<file path="config.mk">
export PLATFORM = sky130hd
export DESIGN_NAME = wwdt_top
export DESIGN_NICKNAME = d
export VERILOG_FILES = /design/src/rtl/wwdt_pkg.sv /design/src/rtl/wwdt_prescaler.sv /design/src/rtl/wwdt_counter.sv /design/src/rtl/wwdt_reset_gen.sv /design/src/rtl/wwdt_top.sv
export SDC_FILE = /design/constraint.sdc
export NUM_CORES = 1
export LEC_CHECK = 0
export ABC_AREA = 1
export BUFFER_PORTS_ARGS = -buffer_cell sky130_fd_sc_hd__buf_2
export CORE_UTILIZATION = 60
export DETAILED_ROUTE_END_ITERATION = 6
export PLACE_DENSITY_LB_ADDON = 0.05
export SLEW_MARGIN = 20
export SYNTH_ARGS = -nofsm -noshare
export SYNTH_HDL_FRONTEND = slang
export SYNTH_SLANG_ARGS = --single-unit
</file>
<file path="constraint.sdc">
create_clock -name clk -period 4.9 [get_ports clk]
set_clock_uncertainty 0.05 [all_clocks]
set_input_delay 0.49 -clock clk [delete_from_list [all_inputs] [get_ports clk]]
set_output_delay 0.49 -clock clk [all_outputs]
set_load 0.005 [all_outputs]
</file>
<file path="src/rtl/wwdt_pkg.sv">
package wwdt_pkg;
  localparam int CNT_W = 7;
  localparam int SEL_W = 2;
  localparam logic [CNT_W-1:0] CNT_INIT = 7'h7F;
  localparam logic [CNT_W-1:0] CNT_LAST_OK = 7'h40;
  localparam logic [CNT_W-1:0] WIN_INIT = 7'h7F;

  // last index of the secondary divide stage (0, 1, 3 or 7)
  function automatic logic [2:0] stage_last(input logic [SEL_W-1:0] sel);
    logic [3:0] span;
    span = 4'd1 << sel;
    return 3'(span - 4'd1);
  endfunction

  // refresh is too early while the count sits above the window limit
  function automatic logic too_early(input logic [CNT_W-1:0] cnt,
                                     input logic [CNT_W-1:0] win);
    return cnt > win;
  endfunction

  // a step from this value clears the top bit
  function automatic logic at_expiry(input logic [CNT_W-1:0] cnt);
    return cnt == CNT_LAST_OK;
  endfunction

  // a loaded value without the top bit would already be expired
  function automatic logic bad_value(input logic [CNT_W-1:0] v);
    return !v[CNT_W-1];
  endfunction
endpackage

</file>
<file path="src/rtl/wwdt_prescaler.sv">
module wwdt_prescaler
  import wwdt_pkg::*;
#(
  parameter int BASE_DIV = 4096
) (
  input  logic             clk,
  input  logic             rst_n,
  input  logic             run,
  input  logic             restart,
  input  logic [SEL_W-1:0] sel,
  output logic             tick_o
);
  localparam int DIV_W = (BASE_DIV > 1) ? $clog2(BASE_DIV) : 1;
  localparam logic [DIV_W-1:0] DIV_LAST = DIV_W'(BASE_DIV - 1);

  logic       base_tick;
  logic [2:0] stage_q;
  logic [2:0] stage_end;

  generate
    if (BASE_DIV > 1) begin : g_base
      logic [DIV_W-1:0] div_q;
      always_ff @(posedge clk or negedge rst_n) begin
        if (!rst_n)                div_q <= '0;
        else if (!run || restart)  div_q <= '0;
        else if (div_q == DIV_LAST) div_q <= '0;
        else                       div_q <= div_q + 1'b1;
      end
      assign base_tick = run && !restart && (div_q == DIV_LAST);
    end else begin : g_nobase
      assign base_tick = run && !restart;
    end
  endgenerate

  assign stage_end = stage_last(sel);

  always_ff @(posedge clk or negedge rst_n) begin
    if (!rst_n)                   stage_q <= '0;
    else if (!run || restart)     stage_q <= '0;
    else if (base_tick) begin
      if (stage_q >= stage_end)   stage_q <= '0;
      else                        stage_q <= stage_q + 3'd1;
    end
  end

  assign tick_o = base_tick && (stage_q >= stage_end);
endmodule

</file>
<file path="src/rtl/wwdt_counter.sv">
module wwdt_counter
  import wwdt_pkg::*;
(
  input  logic             clk,
  input  logic             rst_n,
  input  logic             hold,
  input  logic             tick,
  input  logic             ctl_we,
  input  logic             ctl_arm,
  input  logic [CNT_W-1:0] ctl_count,
  input  logic             cfg_we,
  input  logic [CNT_W-1:0] cfg_window,
  input  logic [SEL_W-1:0] cfg_psc,
  output logic [CNT_W-1:0] cnt_o,
  output logic [CNT_W-1:0] win_o,
  output logic [SEL_W-1:0] sel_o,
  output logic             armed_o,
  output logic             restart_o,
  output logic             f_early_o,
  output logic             f_load_o,
  output logic             f_timeout_o
);
  logic [CNT_W-1:0] cnt_q, win_q;
  logic [SEL_W-1:0] sel_q;
  logic             arm_q;
  logic             wr_ok, fault;

  assign wr_ok       = ctl_we && !hold;
  assign f_early_o   = wr_ok && arm_q && too_early(cnt_q, win_q);
  assign f_load_o    = wr_ok && (arm_q || ctl_arm) && bad_value(ctl_count);
  assign f_timeout_o = !hold && !ctl_we && arm_q && tick && at_expiry(cnt_q);
  assign fault       = f_early_o || f_load_o || f_timeout_o;
  assign restart_o   = wr_ok;

  always_ff @(posedge clk or negedge rst_n) begin
    if (!rst_n) begin
      cnt_q <= CNT_INIT;
      win_q <= WIN_INIT;
      sel_q <= '0;
      arm_q <= 1'b0;
    end else if (hold || fault) begin
      cnt_q <= CNT_INIT;
      win_q <= WIN_INIT;
      sel_q <= '0;
      arm_q <= 1'b0;
    end else begin
      if (cfg_we) begin
        win_q <= cfg_window;
        sel_q <= cfg_psc;
      end
      if (ctl_we) begin
        cnt_q <= ctl_count;
        arm_q <= arm_q | ctl_arm;
      end else if (arm_q && tick) begin
        cnt_q <= cnt_q - 7'd1;
      end
    end
  end

  assign cnt_o   = cnt_q;
  assign win_o   = win_q;
  assign sel_o   = sel_q;
  assign armed_o = arm_q;
endmodule

</file>
<file path="src/rtl/wwdt_reset_gen.sv">
module wwdt_reset_gen #(
  parameter int PULSE_LEN = 16
) (
  input  logic clk,
  input  logic rst_n,
  input  logic fault,
  input  logic flag_clr,
  output logic rst_o,
  output logic flag_o
);
  localparam int PW = $clog2(PULSE_LEN + 1);
  localparam logic [PW-1:0] PLEN = PW'(PULSE_LEN);

  logic [PW-1:0] left_q;
  logic          flag_q;

  always_ff @(posedge clk or negedge rst_n) begin
    if (!rst_n)              left_q <= '0;
    else if (fault)          left_q <= PLEN;
    else if (left_q != '0)   left_q <= left_q - 1'b1;
  end

  always_ff @(posedge clk or negedge rst_n) begin
    if (!rst_n)        flag_q <= 1'b0;
    else if (fault)    flag_q <= 1'b1;
    else if (flag_clr) flag_q <= 1'b0;
  end

  assign rst_o  = (left_q != '0);
  assign flag_o = flag_q;
endmodule

</file>
<file path="src/rtl/wwdt_top.sv">
module wwdt_top
  import wwdt_pkg::*;
#(
  parameter int BASE_DIV  = 4096,
  parameter int PULSE_LEN = 16
) (
  input  logic       clk,
  input  logic       rst_n,
  input  logic       ctl_we,
  input  logic       ctl_arm,
  input  logic [6:0] ctl_count,
  input  logic       cfg_we,
  input  logic [6:0] cfg_window,
  input  logic [1:0] cfg_psc,
  input  logic       flag_clr,
  output logic       wdg_rst_o,
  output logic       wdg_flag_o,
  output logic [6:0] wdg_count_o,
  output logic       wdg_armed_o
);
  logic             tick_w, restart_w, hold_w;
  logic             fault_early_w, fault_load_w, fault_timeout_w, fault_w;
  logic [CNT_W-1:0] win_w;
  logic [SEL_W-1:0] sel_w;

  assign hold_w  = wdg_rst_o;
  assign fault_w = fault_early_w || fault_load_w || fault_timeout_w;

  wwdt_prescaler #(.BASE_DIV(BASE_DIV)) u_psc (
    .clk    (clk),
    .rst_n  (rst_n),
    .run    (wdg_armed_o),
    .restart(restart_w),
    .sel    (sel_w),
    .tick_o (tick_w)
  );

  wwdt_counter u_cnt (
    .clk        (clk),
    .rst_n      (rst_n),
    .hold       (hold_w),
    .tick       (tick_w),
    .ctl_we     (ctl_we),
    .ctl_arm    (ctl_arm),
    .ctl_count  (ctl_count),
    .cfg_we     (cfg_we),
    .cfg_window (cfg_window),
    .cfg_psc    (cfg_psc),
    .cnt_o      (wdg_count_o),
    .win_o      (win_w),
    .sel_o      (sel_w),
    .armed_o    (wdg_armed_o),
    .restart_o  (restart_w),
    .f_early_o  (fault_early_w),
    .f_load_o   (fault_load_w),
    .f_timeout_o(fault_timeout_w)
  );

  wwdt_reset_gen #(.PULSE_LEN(PULSE_LEN)) u_rst (
    .clk     (clk),
    .rst_n   (rst_n),
    .fault   (fault_w),
    .flag_clr(flag_clr),
    .rst_o   (wdg_rst_o),
    .flag_o  (wdg_flag_o)
  );
endmodule

</file>
==> results.yml <==
grt:
  antenna_found_initial: 0
  grt_util_all_layers_pct: 24.36
  grt_max_degree: 39
  grt_pass1_vias: 1801
  grt_overflow_total: 0
  grt_pass1_wl_um: 7734
synthesis:
  syn_area_mm2: 0.002306
  syn_area_per_cell_um2: 8.177
  synth_area_leader_cell: "dfrtp_1"
  synth_top_area_share_pct: 26.04
  synth_nets: 319
  syn_inst: 282
  synth_seq_cells: 38
  ys_types: 30
  ys_seq_area_share_pct: 42.00
  ys.warnings.count: 0
  synth_area_leaders: "dfrtp_1, dfstp_2, nand2_1"
drt:
  first_pass_iters: 4
  drt-initial-drc-count: 102
  wl_met3_um: 165
  num_vias: 1909
  wl_met1_um: 2270
  dr.max_layer_used: "met4"
  wl_per_cell_um: 12.39
  wl_um: 4510
  vias_per_cell: 5.245
  ant_nets: 0
  drc_errors: 0
  met2WireLength_um: 1989
clock_tree:
  post_cts_resized: 0
  cts_hold_buf: 0
  clk_path_buf_depth: 2
  htree_levels: 2
  post_cts_buffers: 0
  worstSkewPairLatency_ns: 0.29
  cts_buffers: 5
  cts_tree: "done"
  path_clk_slew_ns: 0.08
  clkSinkCount: 38
  clock-root-buffer: "clkbuf_8"
power:
  vdd_drop_max_mv: 0.3013
  clockPowerShare_pct: 27.7
  p_leak_nw: 1.234
  internal-power_mw: 0.5147
  seq_power_share_pct: 49.4
  power_frac_comb_pct: 22.9
  switching_share_pct: 31.53
  p_per_area_mw_per_mm2: 292.7
  p_total_mw: 0.7518
  switching_power_mw: 0.2371
sta:
  fmaxAchievable_mhz: 468.7
  relSlewSlack_pct: 43.94
  worst_slew_pin_slew_ns: 0.8409
  fin_tns_setup_ns: 0
  fin_crit_sh_pct: 43.55
  setup_viol: 0
  hold_viol: 0
  timing.final.crit_period_ns: 2.134
  rsz0062_at_grt: "false"
  slew_violations: 0
worst_setup_path:
  path_max_fanout: 6
  r2r_slack_ns: 2.87
  r2r_start: "u_cnt.cnt_o[0]"
  worst_setup_path_start_kind: "flip-flop"
  setup.worst_path.class: "flip-flop to output port"
  ff2ff_path_depth: 9
  worstReg2RegEnd: "u_cnt.win_o[6]"
  cp.arrival_ns: 1.59
  endpoint: "wdg_rst_o"
  startpoint: "u_rst.left_q[0]"
  endpoint_kind: "output port"
  worstPathRequired_ns: 4.36
layout:
  fillers: 302
  fin_util_pct: 70.16
  antenna_cells: 0
  layout.cells.non_filler: 364
  syn2layout_area_growth_pct: 11.39
  layout-drive-gt1-share_pct: 23.73
  fin_nets: 352
placed_design:
  port_buffers: 31
  place_congestion: 0.8163
  dpl.cell_count: 356
  dp_hpwl_um: 3406
floorplan:
  fp.dieW_um: 64.00
  core_area_mm2: 0.003661
  die_h_um: 64.00
  dieArea_mm2: 0.004095
  start_util_pct: 62.99
  core.rowCount: 22
  num_io_pins: 32
job:
  maxCapViolations: 0
run_status:
  outcome: "finished clean"
worst_hold_path:
  hp-class: "primary input to asynchronous set/reset pin"
==> layout by cell type (no fill, tap or decap), drive strengths merged <==
master,instances
o21ai,16
and3,1
nand3b,4
a21o,1
mux2i,4
dfstp,14
a211oi,1
dfrtp,24
nand2,66
a31oi,1
nor2,42
a21oi,22
buf,31
nand4,5
xor2,4
ha,15
or2,4
nor3,7
nand3,14
inv,29
clkinv,2
xnor2,3
clkbuf,6
==> cells in the mapped netlist (all sizes together) <==
library cell	count
nand3b	4
dfrtp	24
and3	1
dfstp	14
xnor2	3
nor3	7
o21ai	16
nand3	14
nand4	5
clkbuf	2
xor2	4
a211oi	1
nand2	66
buf	3
inv	29
a31oi	1
or2	4
a21oi	22
ha	15
a21o	1
mux2i	4
nor2	42
==> state kept, by name, summed over array words and instances, names as in the netlist <==
signal,count
u_cnt.armed_o,1
u_cnt.cnt_o,7
u_cnt.sel_o,2
u_cnt.win_o,7
u_psc.g_base.div_q,12
u_psc.stage_q,3
u_rst.flag_o,1
u_rst.left_q,5
==> routing by layer <==
layer	GRT usage, %	vias to the layer above
met5	0	-
li1	-	981
met3	3.929	10
met4	9.659	0
met2	38.43	39
met1	33.37	879
==> area by class of cell <==
cell class                 count  area [um2]  area share [%]
multi-input combinational    210        1194           46.47
sequential                    38       968.4           37.70
timing repair buffer          31       155.1           6.040
inverter                      29       108.9           4.238
clock buffer                   6       72.57           2.825
tap                           48       60.06           2.338
clock inverter                 2       10.01          0.3897
==> power groups by stage <==
stage               logic (mW)  clock network, mW  registers [mW]
detailed placement       0.173                  0           0.377
CTS                      0.174              0.212           0.371
finish                   0.172              0.208           0.372
global route             0.200              0.223           0.375
floorplan                0.128                  0           0.373
global placement         0.164                  0           0.376
==> worst min path at each step <==
stage,startpoint,endpoint,slack (ns),depth (start not counted)
6_report,rst_n,u_psc.g_base.div_q[5],0.24,1
5_1_grt,rst_n,u_psc.g_base.div_q[5],0.32,1
4_1_cts,rst_n,u_psc.g_base.div_q[5],0.27,1
3_5_place_dp,u_psc.g_base.div_q[0],u_psc.g_base.div_q[0],0.41,1
3_3_place_gp,u_psc.g_base.div_q[0],u_psc.g_base.div_q[0],0.39,1
2_1_floorplan,rst_n,u_cnt.armed_o,0.14,0
==> critical path, cell delays in order (launching register included) <==
cell     delay, ns
dfrtp_1       0.38
inv_1         0.12
ha_1          0.17
inv_1         0.05
nor2_2        0.16
nand2_1       0.23
buf_2         0.20
==> per-stage QoR <==
step | setup WS (ns) | hold WS (ns) | cell area [um2]
global route | 2.613 | 0.3223 | 2569
finish | 2.766 | 0.2438 | 2569
global placement | 2.913 | 0.3876 | 2486
CTS | 2.751 | 0.2737 | 2569
floorplan | 3.090 | 0.1444 | 2306
detailed placement | 2.863 | 0.4078 | 2486
==> kinds of logic (layout without fill, tap and decap cells) <==
group | count (synthesis) | after routing | share of synthesized area, %
AOI/OAI and AO/OA | 41 | 41 | 9.170
buffers and inverters | 34 | 68 | 6.239
and+or+nand+nor | 143 | 143 | 30.06
xor gates and xnor gates | 7 | 7 | 2.659
adders and majority gates | 15 | 15 | 8.139
muxes | 4 | 4 | 1.736
DFF | 38 | 38 | 42.00
No activity file was read; power rests on OpenSTA's default activity.
